### src/rtl/pgwr_pkg.sv
package pgwr_pkg;
  typedef enum logic [2:0] {
    EV_NONE,
    EV_LOAD,
    EV_BYTE,
    EV_STOP,
    EV_ABORT
  } pgwr_ev_e;
endpackage

### src/rtl/pgwr_addr_ctr.sv
module pgwr_addr_ctr #(
  parameter int ADDR_W = 7,
  parameter int OFF_W  = 2,
  localparam int PAGE_W = ADDR_W - OFF_W
) (
  input  logic              clk_i,
  input  logic              rst_ni,
  input  logic              load_i,
  input  logic [ADDR_W-1:0] addr_i,
  input  logic              inc_i,
  output logic [PAGE_W-1:0] page_o,
  output logic [OFF_W-1:0]  off_o
);
  logic [PAGE_W-1:0] page_q;
  logic [OFF_W-1:0]  off_q;

  always_ff @(posedge clk_i or negedge rst_ni) begin
    if (!rst_ni) begin
      page_q <= '0;
      off_q  <= '0;
    end else if (load_i) begin
      page_q <= addr_i[ADDR_W-1:OFF_W];
      off_q  <= addr_i[OFF_W-1:0];
    end else if (inc_i) begin
      off_q  <= off_q + 1'b1;  // wraps inside the page
    end
  end

  assign page_o = page_q;
  assign off_o  = off_q;

  a_r2_page_fixed: assert property (@(posedge clk_i) disable iff (!rst_ni)
    inc_i && !load_i |=> page_o == $past(page_o));
  a_r2_load_addr: assert property (@(posedge clk_i) disable iff (!rst_ni)
    load_i |=> {page_o, off_o} == $past(addr_i));
endmodule

### src/rtl/pgwr_page_buf.sv
module pgwr_page_buf #(
  parameter int LANES  = 4,
  parameter int DATA_W = 8,
  localparam int OFF_W = $clog2(LANES)
) (
  input  logic                    clk_i,
  input  logic                    rst_ni,
  input  logic                    clr_i,
  input  logic                    wr_i,
  input  logic [OFF_W-1:0]        off_i,
  input  logic [DATA_W-1:0]       data_i,
  output logic [LANES-1:0]        mask_o,
  output logic [LANES*DATA_W-1:0] data_o
);
  logic [LANES-1:0] mask_q;

  for (genvar g = 0; g < LANES; g++) begin : g_lane
    logic [DATA_W-1:0] lane_q;
    logic              hit;
    assign hit = wr_i && (off_i == OFF_W'(g));

    always_ff @(posedge clk_i or negedge rst_ni) begin
      if (!rst_ni) begin
        lane_q    <= '0;
        mask_q[g] <= 1'b0;
      end else begin
        if (hit) lane_q <= data_i;
        if (clr_i)    mask_q[g] <= 1'b0;
        else if (hit) mask_q[g] <= 1'b1;
      end
    end

    assign data_o[g*DATA_W +: DATA_W] = mask_q[g] ? lane_q : '0;
  end

  assign mask_o = mask_q;

  a_r9_clear: assert property (@(posedge clk_i) disable iff (!rst_ni)
    clr_i |=> mask_o == '0);
  a_r4_lane_set: assert property (@(posedge clk_i) disable iff (!rst_ni)
    wr_i && !clr_i |=> mask_o[$past(off_i)]);
endmodule

### src/rtl/pgwr_timer.sv
module pgwr_timer #(
  parameter int WR_CYCLES = 16,
  localparam int CNT_W = (WR_CYCLES > 1) ? $clog2(WR_CYCLES) : 1
) (
  input  logic clk_i,
  input  logic rst_ni,
  input  logic start_i,
  output logic busy_o
);
  logic [CNT_W-1:0] cnt_q;
  logic             busy_q;

  always_ff @(posedge clk_i or negedge rst_ni) begin
    if (!rst_ni) begin
      busy_q <= 1'b0;
      cnt_q  <= '0;
    end else if (start_i && !busy_q) begin
      busy_q <= 1'b1;
      cnt_q  <= CNT_W'(WR_CYCLES - 1);
    end else if (busy_q) begin
      if (cnt_q == '0) busy_q <= 1'b0;
      else             cnt_q  <= cnt_q - 1'b1;
    end
  end

  assign busy_o = busy_q;

  a_r7_start: assert property (@(posedge clk_i) disable iff (!rst_ni)
    start_i |=> busy_o);
  a_r7_idle_hold: assert property (@(posedge clk_i) disable iff (!rst_ni)
    !busy_o && !start_i |=> !busy_o);
endmodule

### src/rtl/pgwr_commit.sv
module pgwr_commit
  import pgwr_pkg::*;
#(
  parameter int ADDR_W    = 7,
  parameter int DATA_W    = 8,
  parameter int LANES     = 4,
  parameter int WR_CYCLES = 16,
  localparam int OFF_W  = $clog2(LANES),
  localparam int PAGE_W = ADDR_W - OFF_W
) (
  input  logic                    clk_i,
  input  logic                    rst_ni,
  input  logic                    waddr_ld_i,
  input  logic [ADDR_W-1:0]       waddr_i,
  input  logic                    wbyte_vld_i,
  input  logic [DATA_W-1:0]       wbyte_i,
  input  logic                    stop_i,
  input  logic                    abort_i,
  output logic                    busy_o,
  output logic                    arr_we_o,
  output logic [PAGE_W-1:0]       arr_page_o,
  output logic [LANES-1:0]        arr_be_o,
  output logic [LANES*DATA_W-1:0] arr_wdata_o
);
  pgwr_ev_e                ev;
  logic                    busy;
  logic                    commit;
  logic [PAGE_W-1:0]       page;
  logic [OFF_W-1:0]        off;
  logic [LANES-1:0]        mask;
  logic [LANES*DATA_W-1:0] pdata;

  // requests are dropped during the busy window; abort outranks stop
  always_comb begin
    ev = EV_NONE;
    if (!busy) begin
      if (abort_i)          ev = EV_ABORT;
      else if (stop_i)      ev = EV_STOP;
      else if (waddr_ld_i)  ev = EV_LOAD;
      else if (wbyte_vld_i) ev = EV_BYTE;
    end
  end

  assign commit = (ev == EV_STOP) && (mask != '0);

  pgwr_addr_ctr #(.ADDR_W(ADDR_W), .OFF_W(OFF_W)) u_ctr (
    .clk_i  (clk_i),
    .rst_ni (rst_ni),
    .load_i (ev == EV_LOAD),
    .addr_i (waddr_i),
    .inc_i  (ev == EV_BYTE),
    .page_o (page),
    .off_o  (off)
  );

  pgwr_page_buf #(.LANES(LANES), .DATA_W(DATA_W)) u_buf (
    .clk_i  (clk_i),
    .rst_ni (rst_ni),
    .clr_i  (ev == EV_ABORT || ev == EV_LOAD || ev == EV_STOP),
    .wr_i   (ev == EV_BYTE),
    .off_i  (off),
    .data_i (wbyte_i),
    .mask_o (mask),
    .data_o (pdata)
  );

  pgwr_timer #(.WR_CYCLES(WR_CYCLES)) u_tmr (
    .clk_i   (clk_i),
    .rst_ni  (rst_ni),
    .start_i (commit),
    .busy_o  (busy)
  );

  logic                    we_q;
  logic [PAGE_W-1:0]       page_q;
  logic [LANES-1:0]        be_q;
  logic [LANES*DATA_W-1:0] wdata_q;

  always_ff @(posedge clk_i or negedge rst_ni) begin
    if (!rst_ni) begin
      we_q    <= 1'b0;
      page_q  <= '0;
      be_q    <= '0;
      wdata_q <= '0;
    end else begin
      we_q <= commit;
      if (commit) begin
        page_q  <= page;
        be_q    <= mask;
        wdata_q <= pdata;
      end
    end
  end

  assign busy_o      = busy;
  assign arr_we_o    = we_q;
  assign arr_page_o  = page_q;
  assign arr_be_o    = be_q;
  assign arr_wdata_o = wdata_q;

  a_r7_we_opens_busy: assert property (@(posedge clk_i) disable iff (!rst_ni)
    arr_we_o |-> busy_o && !$past(busy_o));
  a_r4_we_single: assert property (@(posedge clk_i) disable iff (!rst_ni)
    arr_we_o |=> !arr_we_o);
  a_r5_empty_stop: assert property (@(posedge clk_i) disable iff (!rst_ni)
    stop_i && !abort_i && !busy_o && mask == '0 |=> !arr_we_o && !busy_o);
  a_r8_busy_no_write: assert property (@(posedge clk_i) disable iff (!rst_ni)
    busy_o && $past(busy_o) |-> !arr_we_o);
  a_r4_be_nonzero: assert property (@(posedge clk_i) disable iff (!rst_ni)
    arr_we_o |-> arr_be_o != '0);
endmodule

### config.mk
export PLATFORM = sky130hd
export DESIGN_NAME = pgwr_commit
export DESIGN_NICKNAME = d
export VERILOG_FILES = /design/src/rtl/pgwr_pkg.sv /design/src/rtl/pgwr_addr_ctr.sv /design/src/rtl/pgwr_page_buf.sv /design/src/rtl/pgwr_timer.sv /design/src/rtl/pgwr_commit.sv
export SDC_FILE = /design/constraint.sdc
export NUM_CORES = 1
export LEC_CHECK = 0
export BUFFER_PORTS_ARGS = -buffer_cell sky130_fd_sc_hd__buf_2
export CAP_MARGIN = 20
export CORE_MARGIN = 4
export CORE_UTILIZATION = 25
export DETAILED_ROUTE_END_ITERATION = 12
export PLACE_DENSITY_LB_ADDON = 0.15
export SETUP_SLACK_MARGIN = 0.15
export SLEW_MARGIN = 10
export SYNTH_ARGS = -nofsm -noshare
export SYNTH_HDL_FRONTEND = slang
export SYNTH_SLANG_ARGS = --single-unit
### constraint.sdc
create_clock -name clk_i -period 1.8 [get_ports clk_i]
set_input_delay 0.36 -clock clk_i [delete_from_list [all_inputs] [get_ports clk_i]]
set_output_delay 0.36 -clock clk_i [all_outputs]
set_load 0.01 [all_outputs]
# Yosys cells after proc, flatten, opt, wreduce, memory -nomap -nowiden
# Cells that the tools add are included.
# word_totals
out_inout_bits	43
mem_bits_ro	0
mem_count	0
latchBits	0
elab_cells	70
inputBits	21
ramBits	0
register_bits	90
# classes
div_mod_pow	0
reduce_logical	19
multipliers	0
shifts	0
n_addsub	2
bitwise	0
n_lt_le_gt_ge	0
eq_ne	8
n_mux	25
# ops
cell	n
two-way mux 8 bit	4
two-way mux 4 bit	3
nonzero test 2 bit	6
two-way mux 1 bit	11
two-way mux 2 bit	5
== test 3 x 2 -> 1 bit, second input constant	2
logical AND 1 bit	6
two-way mux 3 bit	2
== test 2 bit, second input constant	2
zero test 4 bit	1
nonzero test 4 bit	1
subtractor 4 x 1 -> 4 bit, second input constant	1
== test 3 x 1 -> 1 bit, second input constant	1
== test 3 bit, second input constant	1
adder 2 x 1 -> 2 bit, second input constant	1
== test 2 x 1 -> 1 bit, second input constant	1
zero test 2 bit	1
logical OR 1 bit	2
!= test 2 x 1 -> 1 bit, second input constant	1
AND reduction 2 bit	1
zero test 1 bit	1

# Depth between registers and ports, before layout
# Gate-level depths: netlist of run 1.
# depth
word_depth	10
ltp_mapped	6
depth_no_buf	5

# Modules after synthesis
# Synthesis of run 1 repeated with hierarchy kept, for this count alone.
# unflattened
hier_cells	250
area_unflattened_um2	3751.1
# modules_own_cells
mod	instances	seq_area_each_um2	area_per_inst_um2	cells_each
pgwr_commit	1	1051.0	1635.3	94
pgwr_page_buf	1	900.9	1549.0	111
pgwr_addr_ctr	1	175.2	305.3	20
pgwr_timer	1	125.1	261.5	25

# Worst setup path after synthesis of run 1
# OpenSTA, ideal clock, no wires.
# synth_path
kind	reg-to-reg
startpoint	reg u_tmr.busy_q, in the netlist u_tmr.busy_o
endpoint	reg u_buf.g_lane[0].lane_q[0]
setup_time_ns	0.125
path_slack_ns	0.129
required_ns	1.675
path_buffers	2
arrival_ns	1.546
synth_period_minus_slack_ns	1.671
path_stages_with_launch	6
path_cell_list	dfrtp_1 > buf_2 > nor4_2 > and3_1 > buf_4 > mux2_2
# synth_via
elab_chain_cells	3
# synth_lines
item	line	source
start, declared	pgwr_timer.sv:11	logic busy_q;
start signal, assigned	pgwr_timer.sv:15	busy_q <= 1'b0;
start signal, assigned	pgwr_timer.sv:18	busy_q <= 1'b1;
start signal, assigned	pgwr_timer.sv:21	if (cnt_q == '0) busy_q <= 1'b0;
two-way mux 3 bit	pgwr_commit.sv:36	if (!busy) begin
== test 3 x 2 -> 1 bit	pgwr_commit.sv:60	.wr_i (ev == EV_BYTE),
logical AND 1 bit	pgwr_page_buf.sv:20	assign hit = wr_i && (off_i == OFF_W'(g));
end signal, assigned	pgwr_page_buf.sv:27	if (hit) lane_q <= data_i;
end, declared	pgwr_page_buf.sv:18	logic [DATA_W-1:0] lane_q;
# No other way between the ends.
# A chain may end at the register's enable or synchronous reset.

# Worst setup path after layout of run 1
# layout_path
startpoint	reg u_tmr.busy_q, in the netlist u_tmr.busy_o
endpoint	reg u_buf.g_lane[0].lane_q[3]
# Same word-level chain as after synthesis.

==> flow_summary.ini, run 1 <==
[worst_setup_path]
critical_path.max_fanout = 9
arrival_ns = 1.78
critical_path_class = reg -> reg
required_ns = 2.02
start_kind = flip-flop
cp-end-kind = flip-flop

[grt]
overflow = 0
grtUsageTotal_pct = 10.8
grt_pass1_vias = 2425
grt_first_pass_wirelength_mm = 13.3
antenna_found_initial = 0
grt_start_max_net_pins = 32

[clock_network]
clkTransAtPathRegs_ns = 0.06
cts-htree-levels = 3
cts_buffers = 9
clkLatencyLatePin_ns = 0.33
clkSinkCount = 90
cts_tree = yes
cts-root-buf = clkbuf_16
clock_path_buffers = 2

[die]
die_area_um2 = 16200
placementRows = 43
ios = 64
initial_core_util_pct = 25.6
die_w_um = 127
coreArea_um2 = 13900
die_h_um = 127

[detailed_routing]
num_vias = 2251
viasPerCell = 4.39
antenna_left = 0
drt-pass1-iter-count = 4
wirelength_mm = 8.13
wl_per_cell_um = 15.8
drc = 0
drtIter0Drc = 112

[logic_synthesis]
yosys_warnings = 0
muxShareOfSynthArea_pct = 14.2
synth_flop_cell = dfrtp_1
synthArstFlopShare_pct = 100
synth_top_family_by_area = multiplexers
synth-seq-cells = 90
netlist_area_um2 = 3550
synth_nets = 273
yosysUniqueCellTypes = 30
synth_fa_ha_area_share_pct = 1.76
syn_avg_cell_area_um2 = 14.4
synth_edf_count = 0
synthXorXnorAreaFrac_pct = 0
synth-compound-area-share_pct = 10.7
yosys.area_share.simple_pct = 7.11
ys_seq_area_share_pct = 63.4
synth_cells = 247

[sta]
fmaxAchievable_mhz = 638
timing.final.ws_setup_ns = 0.233
slew_viol_final = 0
finClkSkew_ns = 0.00549
worstMarginPinSlew_ns = 0.442
finalSetupTns_ns = 0
finalSetupViolCount = 0
rsz0062_at_grt = false
fin_crit_sh_pct = 87.1
period_minus_slack_ns = 1.57
holdWs_ns = 0.256
hold_violations = 0
relSlewSlack_pct = 70.6

[layout]
diodes = 0
nNetsFinal = 354
syn_to_final_growth_pct = 29.7
drive_above_1_share_pct = 45.0

[placed_design]
io_buffers = 63
gp_congestion = 0.663
hpwl_mm = 5.73
post-place-ws_ns = 0.0743

[pwr]
power_density_nw_per_um2 = 1040
vdd_drop_max_uv = 422
power.total_w = 0.00480
p_leak_nw = 2.58

[worst_hold_path]
hold_class = in -> reg

[outcome]
status = finished, final reports clean

[flow_run]
drv_cap = 0
worst paths after layout:
| kind | from | to | slack, ns | depth (start not counted) |
|---|---|---|---|---|
| worst max-delay path | u_tmr.busy_o | u_buf.g_lane[0].lane_q[3] | 0.23 | 5 |
| worst min-delay path | waddr_i[5] | u_ctr.page_o[3] | 0.26 | 2 |
| worst max register to register | u_tmr.busy_o | u_buf.g_lane[0].lane_q[3] | 0.23 | 5 |
| worst min register to register | arr_be_o[3] | arr_be_o[3] | 0.47 | 1 |
| max in group asynchronous | rst_ni | arr_wdata_o[19] | 0.74 | 3 |
| min in group asynchronous | rst_ni | u_ctr.page_o[1] | 0.52 | 2 |
final cells by class:
| class | count | area [um^2] |
|---|---|---|
| well taps | 180 | 225 |
| clock buffers | 12 | 267 |
| inverters | 6 | 22.5 |
| flip-flops and latches | 90 | 2250 |
| fillers | 1424 | 9270 |
| multi-input cells | 136 | 1220 |
| repair buffers | 85 | 573 |
| clock inverters | 4 | 48.8 |
routing by layer:
metal | track usage, % | wire length (um) | vias up
met5 | 0 | 0 | -
met4 | 4.16 | 143 | 0
met3 | 2.93 | 324 | 8
met2 | 16.4 | 3830 | 38
met1 | 14.7 | 3830 | 1144
li1 | - | - | 1061
what timing repair did:
action	in CTS	in global routing
endpoints found under the setup margin	0	17
hold buffers	1	0
hold endpoints to repair	28	0
setup buffers	0	1
resized for setup	0	1
state kept, by name (all words and copies together) (netlist names):
name / cells
arr_page_o: 5
arr_be_o: 4
u_tmr.cnt_q: 4
u_tmr.busy_o: 1
arr_we_o: 1
u_buf.g_lane.lane_q: 32
u_buf.mask_o: 4
u_ctr.page_o: 5
u_ctr.off_o: 2
arr_wdata_o: 32
cell usage after synthesis (all sizes together) (2+ instances only):
library cell / number / area [um^2]
buf: 9 / 55.1
nand2: 5 / 18.8
nor4b: 2 / 23.8
mux2: 44 / 495
and3: 21 / 131
nor3b: 2 / 26.3
clkbuf: 6 / 22.5
a22o: 16 / 140
o21ai: 2 / 10.0
ha: 5 / 62.6
and2: 2 / 12.5
dfrtp: 90 / 2250
a21o: 19 / 143
inv: 6 / 22.5
a21oi: 3 / 15.0
o21a: 4 / 30.0
placed cells by master, fill, tap and decap left out, types with 2 or more instances in the layout:
master     instances
dfrtp_1           89
buf_2             62
mux2_2            44
and3_1            21
a21o_1            19
a22o_1            16
buf_4             15
clkbuf_16          9
buf_12             7
inv_1              6
nand2_1            5
ha_1               5
o21a_1             4
a21oi_1            3
clkbuf_8           3
and2_1             2
o21ai_0            2
clkinv_2           2
worst max-delay path: stages, from the launching register on:
cell and delay, ns:
dfrtp_2 0.44, nor4_2 0.14, buf_4 0.18, and3_1 0.22, buf_12 0.14, mux2_2 0.33
kinds of logic after synthesis:
kind of cell | after synthesis
buffers and inverters | 21
adder cells (fa/ha/maj) | 5
AO/OA/AOI/OAI | 49
AND/OR/NAND/NOR | 37
flip-flops | 90
multiplexers | 45
per-stage QoR:
stage	cell area, um^2	std cells	util (%)
CTS	4600	512	33.2
floorplan	3570	247	-
global route	4610	513	33.2
global placement	4280	495	30.8
detailed placement	4280	495	30.8
finish	4610	513	33.2
power by group:
group / internal, W / leakage [nW] / switching (W)
sequential: 0.00226 / 1.21 / 0.000130
combinational: 0.000265 / 1.21 / 0.000194
clock: 0.00119 / 0.159 / 0.000763
Power figures use the tool's default switching activity.
==> inputs of run 2 (changes only) <==
--- a/config.mk
+++ b/config.mk
@@ -10,7 +10,9 @@
 export CORE_MARGIN = 4
 export CORE_UTILIZATION = 25
 export DETAILED_ROUTE_END_ITERATION = 12
+export GPL_TIMING_DRIVEN = 0
 export PLACE_DENSITY_LB_ADDON = 0.15
+export RECOVER_POWER = 50
 export SETUP_SLACK_MARGIN = 0.15
 export SLEW_MARGIN = 10
 export SYNTH_ARGS = -nofsm -noshare
==> run 2 against run 1 <==
  * Non-clock buffer count grew 11
  * Routed wire length up 7.8%
  * Power is 1.7% lower
  * Clock-buffer cell count down 1
  * Clock power shrank 9.7%
  * Critical path depth increased by 1
  * Sequential power barely moved
  * Utilization is 0.69 points higher
==> flow_summary.ini, run 2 (same netlist as run 1, synthesis figures left out) <==
[grt]
grt_first_pass_wirelength_mm = 12.8
grtUsageTotal_pct = 10.4
gr-usage-met3_pct = 2.97
grt_pass1_vias = 2328
overflow = 0
grt_start_max_net_pins = 61
grt_use_met1_pct = 14.1
antenna_found_initial = 0
met2_usage_pct = 15.8
busiest_layer = met2

[worst_hold_path]
holdPathEnd = u_ctr.page_o[4]
holdPathStages = 2
hp-start = waddr_i[6]
hold_class = in -> reg

[sta]
relSlewSlack_pct = 43.9
hold_violations = 0
worstMarginPinSlew_ns = 0.841
finalSetupViolCount = 0
timing.final.ws_setup_ns = 0.172
period_minus_slack_ns = 1.63
rsz0062_at_grt = true
fin_crit_sh_pct = 90.4
fmaxAchievable_mhz = 614
slew_viol_final = 0
finClkSkew_ns = 0.00793

[worst_setup_path]
crit-reg2reg-launch = u_tmr.busy_o
critical_path_class = reg -> reg
cp-end-kind = flip-flop
start_kind = flip-flop
rr_worst_depth = 6
r2r_slack_ns = 0.17
critical_path.max_fanout = 5
arrival_ns = 1.85
r2r-end = arr_be_o[1]
required_ns = 2.02

[placed_design]
post-place-ws_ns = -0.140
gp_congestion = 0.672
io_buffers = 63
hpwl_mm = 5.73

[pwr]
p_int_w = 0.00359
p_leak_nw = 2.46
combPwrFrac_pct = 11.9
power_density_nw_per_um2 = 1000
clkPwrFrac_pct = 37.3
seq_power_share_pct = 50.8
p_sw_share_pct = 24.0
switchingPower_w = 0.00113
vdd_drop_max_uv = 383

[detailed_routing]
viasPerCell = 4.30
wirelength_mm = 8.76
drc = 0
antenna_left = 0
drt-pass1-iter-count = 4
drtIter0Drc = 106
wl_per_cell_um = 16.7
num_vias = 2253

[die]
placementRows = 43
ios = 64
die_w_um = 127
coreArea_um2 = 13900
initial_core_util_pct = 25.6
die_area_um2 = 16200
die_h_um = 127

[outcome]
status = finished, final reports clean

[layout]
diodes = 0
fin_util_pct = 33.9
nFillCells = 1414
final_cell_mix = dfrtp_1 (90), clkbuf_1 (44), buf_2 (24)
drive_above_1_share_pct = 35.2
syn_to_final_growth_pct = 32.4
final_common_cell = dfrtp_1
nNetsFinal = 365

[clock_network]
clkLatencyLatePin_ns = 0.34
clkSinkCount = 90
cts_tree = yes
clock_path_buffers = 2
clkTransAtPathRegs_ns = 0.06
cts-root-buf = clkbuf_16
cts_buffers = 9
cts-htree-levels = 3

[flow_run]
drv_cap = 0
[run 2: repair_timing]
item,in CTS,in global routing
setup buffers,4,9
resized for setup,6,47
cloned,0,4
pin swaps,1,4
hold buffers,1,0
endpoints found under the setup margin,86,72
endpoints found under the hold margin,30,0
[run 2: how the worst max path moves through the flow]
stage | start | to | slack, ns | cells after the start
4_1_cts | u_tmr.busy_o | u_buf.g_lane[0].lane_q[2] | 0.15 | 6
6_report | u_tmr.busy_o | arr_be_o[1] | 0.17 | 6
2_1_floorplan | u_tmr.busy_o | arr_wdata_o[26] | 0.15 | 6
5_1_grt | u_tmr.busy_o | arr_be_o[0] | 0.06 | 6
3_5_place_dp | u_tmr.busy_o | arr_wdata_o[29] | -0.14 | 6
3_3_place_gp | rst_ni | arr_wdata_o[18] | -0.53 | 1
[run 2: area by class of cell]
type / count / area [um^2] / area share, %
buffer: 14 / 115 / 2.45
clock buffer: 11 / 243 / 5.16
clock inverter: 5 / 37.5 / 0.797
inverter: 6 / 22.5 / 0.478
multi-input combinational: 136 / 1340 / 28.5
sequential: 90 / 2250 / 47.8
tap: 180 / 225 / 4.78
timing repair buffer: 82 / 469 / 9.97
[run 2: power by group through the flow]
stage / Clock [W] / Sequential (W) / Combinational, W
after detailed placement: 0 / 0.00243 / 0.000449
final: 0.00176 / 0.00240 / 0.000562
after global placement: 0 / 0.00242 / 0.000426
after CTS: 0.00182 / 0.00239 / 0.000459
after global routing: 0.00191 / 0.00243 / 0.000622
after floorplan: 0 / 0.00239 / 0.000293
[run 2: worst max-delay path, cell delays in order (launching register included)]
cell and delay [ns]:
dfrtp_1 0.39, buf_6 0.14, nor3b_4 0.26, o41ai_2 0.13
buf_4 0.19, buf_12 0.13, mux2_2 0.26
[run 2: layer usage]
metal,vias up,part of all wire [%]
met5,-,0
met4,0,1.5
met3,8,3.3
met2,38,48
met1,1129,47
li1,1078,-
[run 2: through the flow]
stage                     TNS (ns)  total power [W]  hold WS [ns]  area (um^2)  cells
final                            0          0.00472         0.266         4710    524
after global routing             0          0.00496         0.252         4710    524
after CTS                        0          0.00467         0.250         4510    511
after detailed placement     -6.59          0.00288         0.334         4140    491
after global placement      -53.22          0.00284         0.460         4110    490
after floorplan                  0          0.00269        0.0644         3570    247
==> inputs of run 3 (changes only) <==
--- a/config.mk
+++ b/config.mk
@@ -6,7 +6,8 @@
 export NUM_CORES = 1
 export LEC_CHECK = 0
 export BUFFER_PORTS_ARGS = -buffer_cell sky130_fd_sc_hd__buf_2
-export CAP_MARGIN = 20
+export CAP_MARGIN = 5
+export CORE_ASPECT_RATIO = 1.25
 export CORE_MARGIN = 4
 export CORE_UTILIZATION = 25
 export DETAILED_ROUTE_END_ITERATION = 12
==> constraint.sdc (replaced) <==
create_clock -name clk_i -period 1.8 [get_ports clk_i]
set_input_delay 0.36 -clock clk_i [delete_from_list [all_inputs] [get_ports clk_i]]
set_output_delay 0.36 -clock clk_i [all_outputs]
set_load 0.005 [all_outputs]
==> run 3 against run 2 <==
  * Die area about the same
  * Design area fell by 1.5%
  * Fmax up 1.2%
  * First-iteration DRC count shrank 35%
  * Final cell count shrank 2.3%
  * Worst hold slack lost 0.084 ns
  * Largest cell class unchanged
==> flow_summary.ini, run 3 (same netlist as run 1, synthesis figures left out) <==
[layout]
final_cell_mix = dfrtp_1 (90), buf_2 (55), mux2_2 (31)
final_common_cell = dfrtp_1
finalNonFillerCells = 512
syn_to_final_growth_pct = 30.5
diodes = 0
nNetsFinal = 359
drive_above_1_share_pct = 43.3
fin_util_pct = 33.4

[detailed_routing]
wl_per_cell_um = 16.5
wirelength_mm = 8.43
drtIter0Drc = 69
drt-pass1-iter-count = 4
num_vias = 2237
antenna_left = 0
drc = 0
viasPerCell = 4.37

[grt]
grt_first_pass_wirelength_mm = 13.5
grt_start_max_net_pins = 55
overflow = 0
grt_pass1_vias = 2450
antenna_found_initial = 0
grtUsageTotal_pct = 11.0

[worst_setup_path]
start_kind = flip-flop
required_ns = 2.02
critical_path.max_fanout = 7
critical_path_class = reg -> reg
cp-end-kind = flip-flop
rr_worst_depth = 7
arrival_ns = 1.82

[sta]
timing.final.ws_setup_ns = 0.191
fmaxAchievable_mhz = 622
rsz0062_at_grt = true
hold_violations = 0
finalSetupViolCount = 0
period_minus_slack_ns = 1.61
slew_viol_final = 0
fin_crit_sh_pct = 89.4
holdWs_ns = 0.182
finClkSkew_ns = 0.00792
relSlewSlack_pct = 33.8
worstMarginPinSlew_ns = 0.993

[clock_network]
clkLatencyLatePin_ns = 0.33
hold_buffers = 0
cts-root-buf = clkbuf_16
cts-htree-levels = 3
cts_buffers = 9
clkTransAtPathRegs_ns = 0.06
cts_tree = yes
clkSinkCount = 90
clock_path_buffers = 2

[die]
ios = 64
initial_core_util_pct = 25.6
die_area_um2 = 16200
placementRows = 48
die_w_um = 115
die_h_um = 141
coreArea_um2 = 13900

[pwr]
power_density_nw_per_um2 = 1010
p_leak_nw = 2.56
power.total_w = 0.00470
vdd_drop_max_uv = 463

[placed_design]
io_buffers = 63
placed_cells = 486
hpwl_mm = 5.76
post-place-ws_ns = -0.195
gp_congestion = 0.681

[outcome]
status = finished, final reports clean

[flow_run]
drv_cap = 0

[worst_hold_path]
hold_class = in -> async
==> run 3: cell types whose count changed in the layout (fill, tap and decap cells not counted), sizes merged <==
cell | before | now
inv | 7 | 6
clkinv | 2 | 3
bufinv | 0 | 1
clkinvlp | 2 | 1
buf | 49 | 74
clkbuf | 57 | 26
dlygate4sd3 | 1 | 0
==> run 3: layout make-up <==
type / count / area (um^2)
fill: 1400 / 9240
inverter: 6 / 22.5
clock inverter: 5 / 56.3
tap: 175 / 219
sequential: 90 / 2250
buffer: 15 / 116
multi-input combinational: 136 / 1300
clock buffer: 10 / 229
timing repair buffer: 75 / 447
==> run 3: stage by stage <==
stage,TNS (ns),area (um^2)
final,0,4640
after global routing,0,4640
after global placement,-56.85,4090
after CTS,0,4630
after detailed placement,-10.18,4120
after floorplan,0,3550
==> run 3: worst paths after layout <==
path                                 start         endpoint  slack, ns
max                           u_tmr.busy_o   u_ctr.off_o[1]       0.19
min in group clk_i              waddr_i[6]  u_ctr.page_o[4]       0.26
min reg2reg                arr_wdata_o[12]  arr_wdata_o[12]       0.48
min                                 rst_ni    arr_page_o[2]       0.18
max reg2reg                   u_tmr.busy_o   u_ctr.off_o[1]       0.19
max in group asynchronous           rst_ni  arr_wdata_o[10]       0.83
==> run 3: worst max-delay path: stages (launching register included) <==
cell     delay (ns)
dfrtp_1        0.38
buf_6          0.14
buf_4          0.13
buf_12         0.11
nor4b_4        0.21
buf_6          0.18
a21oi_2        0.04
a221o_1        0.28
==> run 3: routing by layer <==
layer | GRT usage (%) | up-vias | wire (um) | share of wire, %
li1 | - | 1059 | - | -
met1 | 13.8 | 1132 | 3790 | 45
met2 | 18.3 | 36 | 4230 | 50
met3 | 2.56 | 10 | 282 | 3.3
met4 | 4.32 | 0 | 139 | 1.6
met5 | 0 | - | 0 | 0
==> run 3: power breakdown <==
part / switching [W] / total [W] / leakage [nW] / internal [W]
registers: 0.000126 / 0.00239 / 1.22 / 0.00226
logic: 0.000197 / 0.000486 / 1.21 / 0.000289
clock network: 0.000762 / 0.00183 / 0.138 / 0.00107
total: 0.00108 / 0.00470 / 2.56 / 0.00362
==> run 3: repair_timing <==
item | 4_1_cts | 5_1_grt
gates cloned | 1 | 0
buffers inserted | 10 | 0
pin swaps | 4 | 4
resized for setup | 32 | 6
setup endpoints to repair | 87 | 49
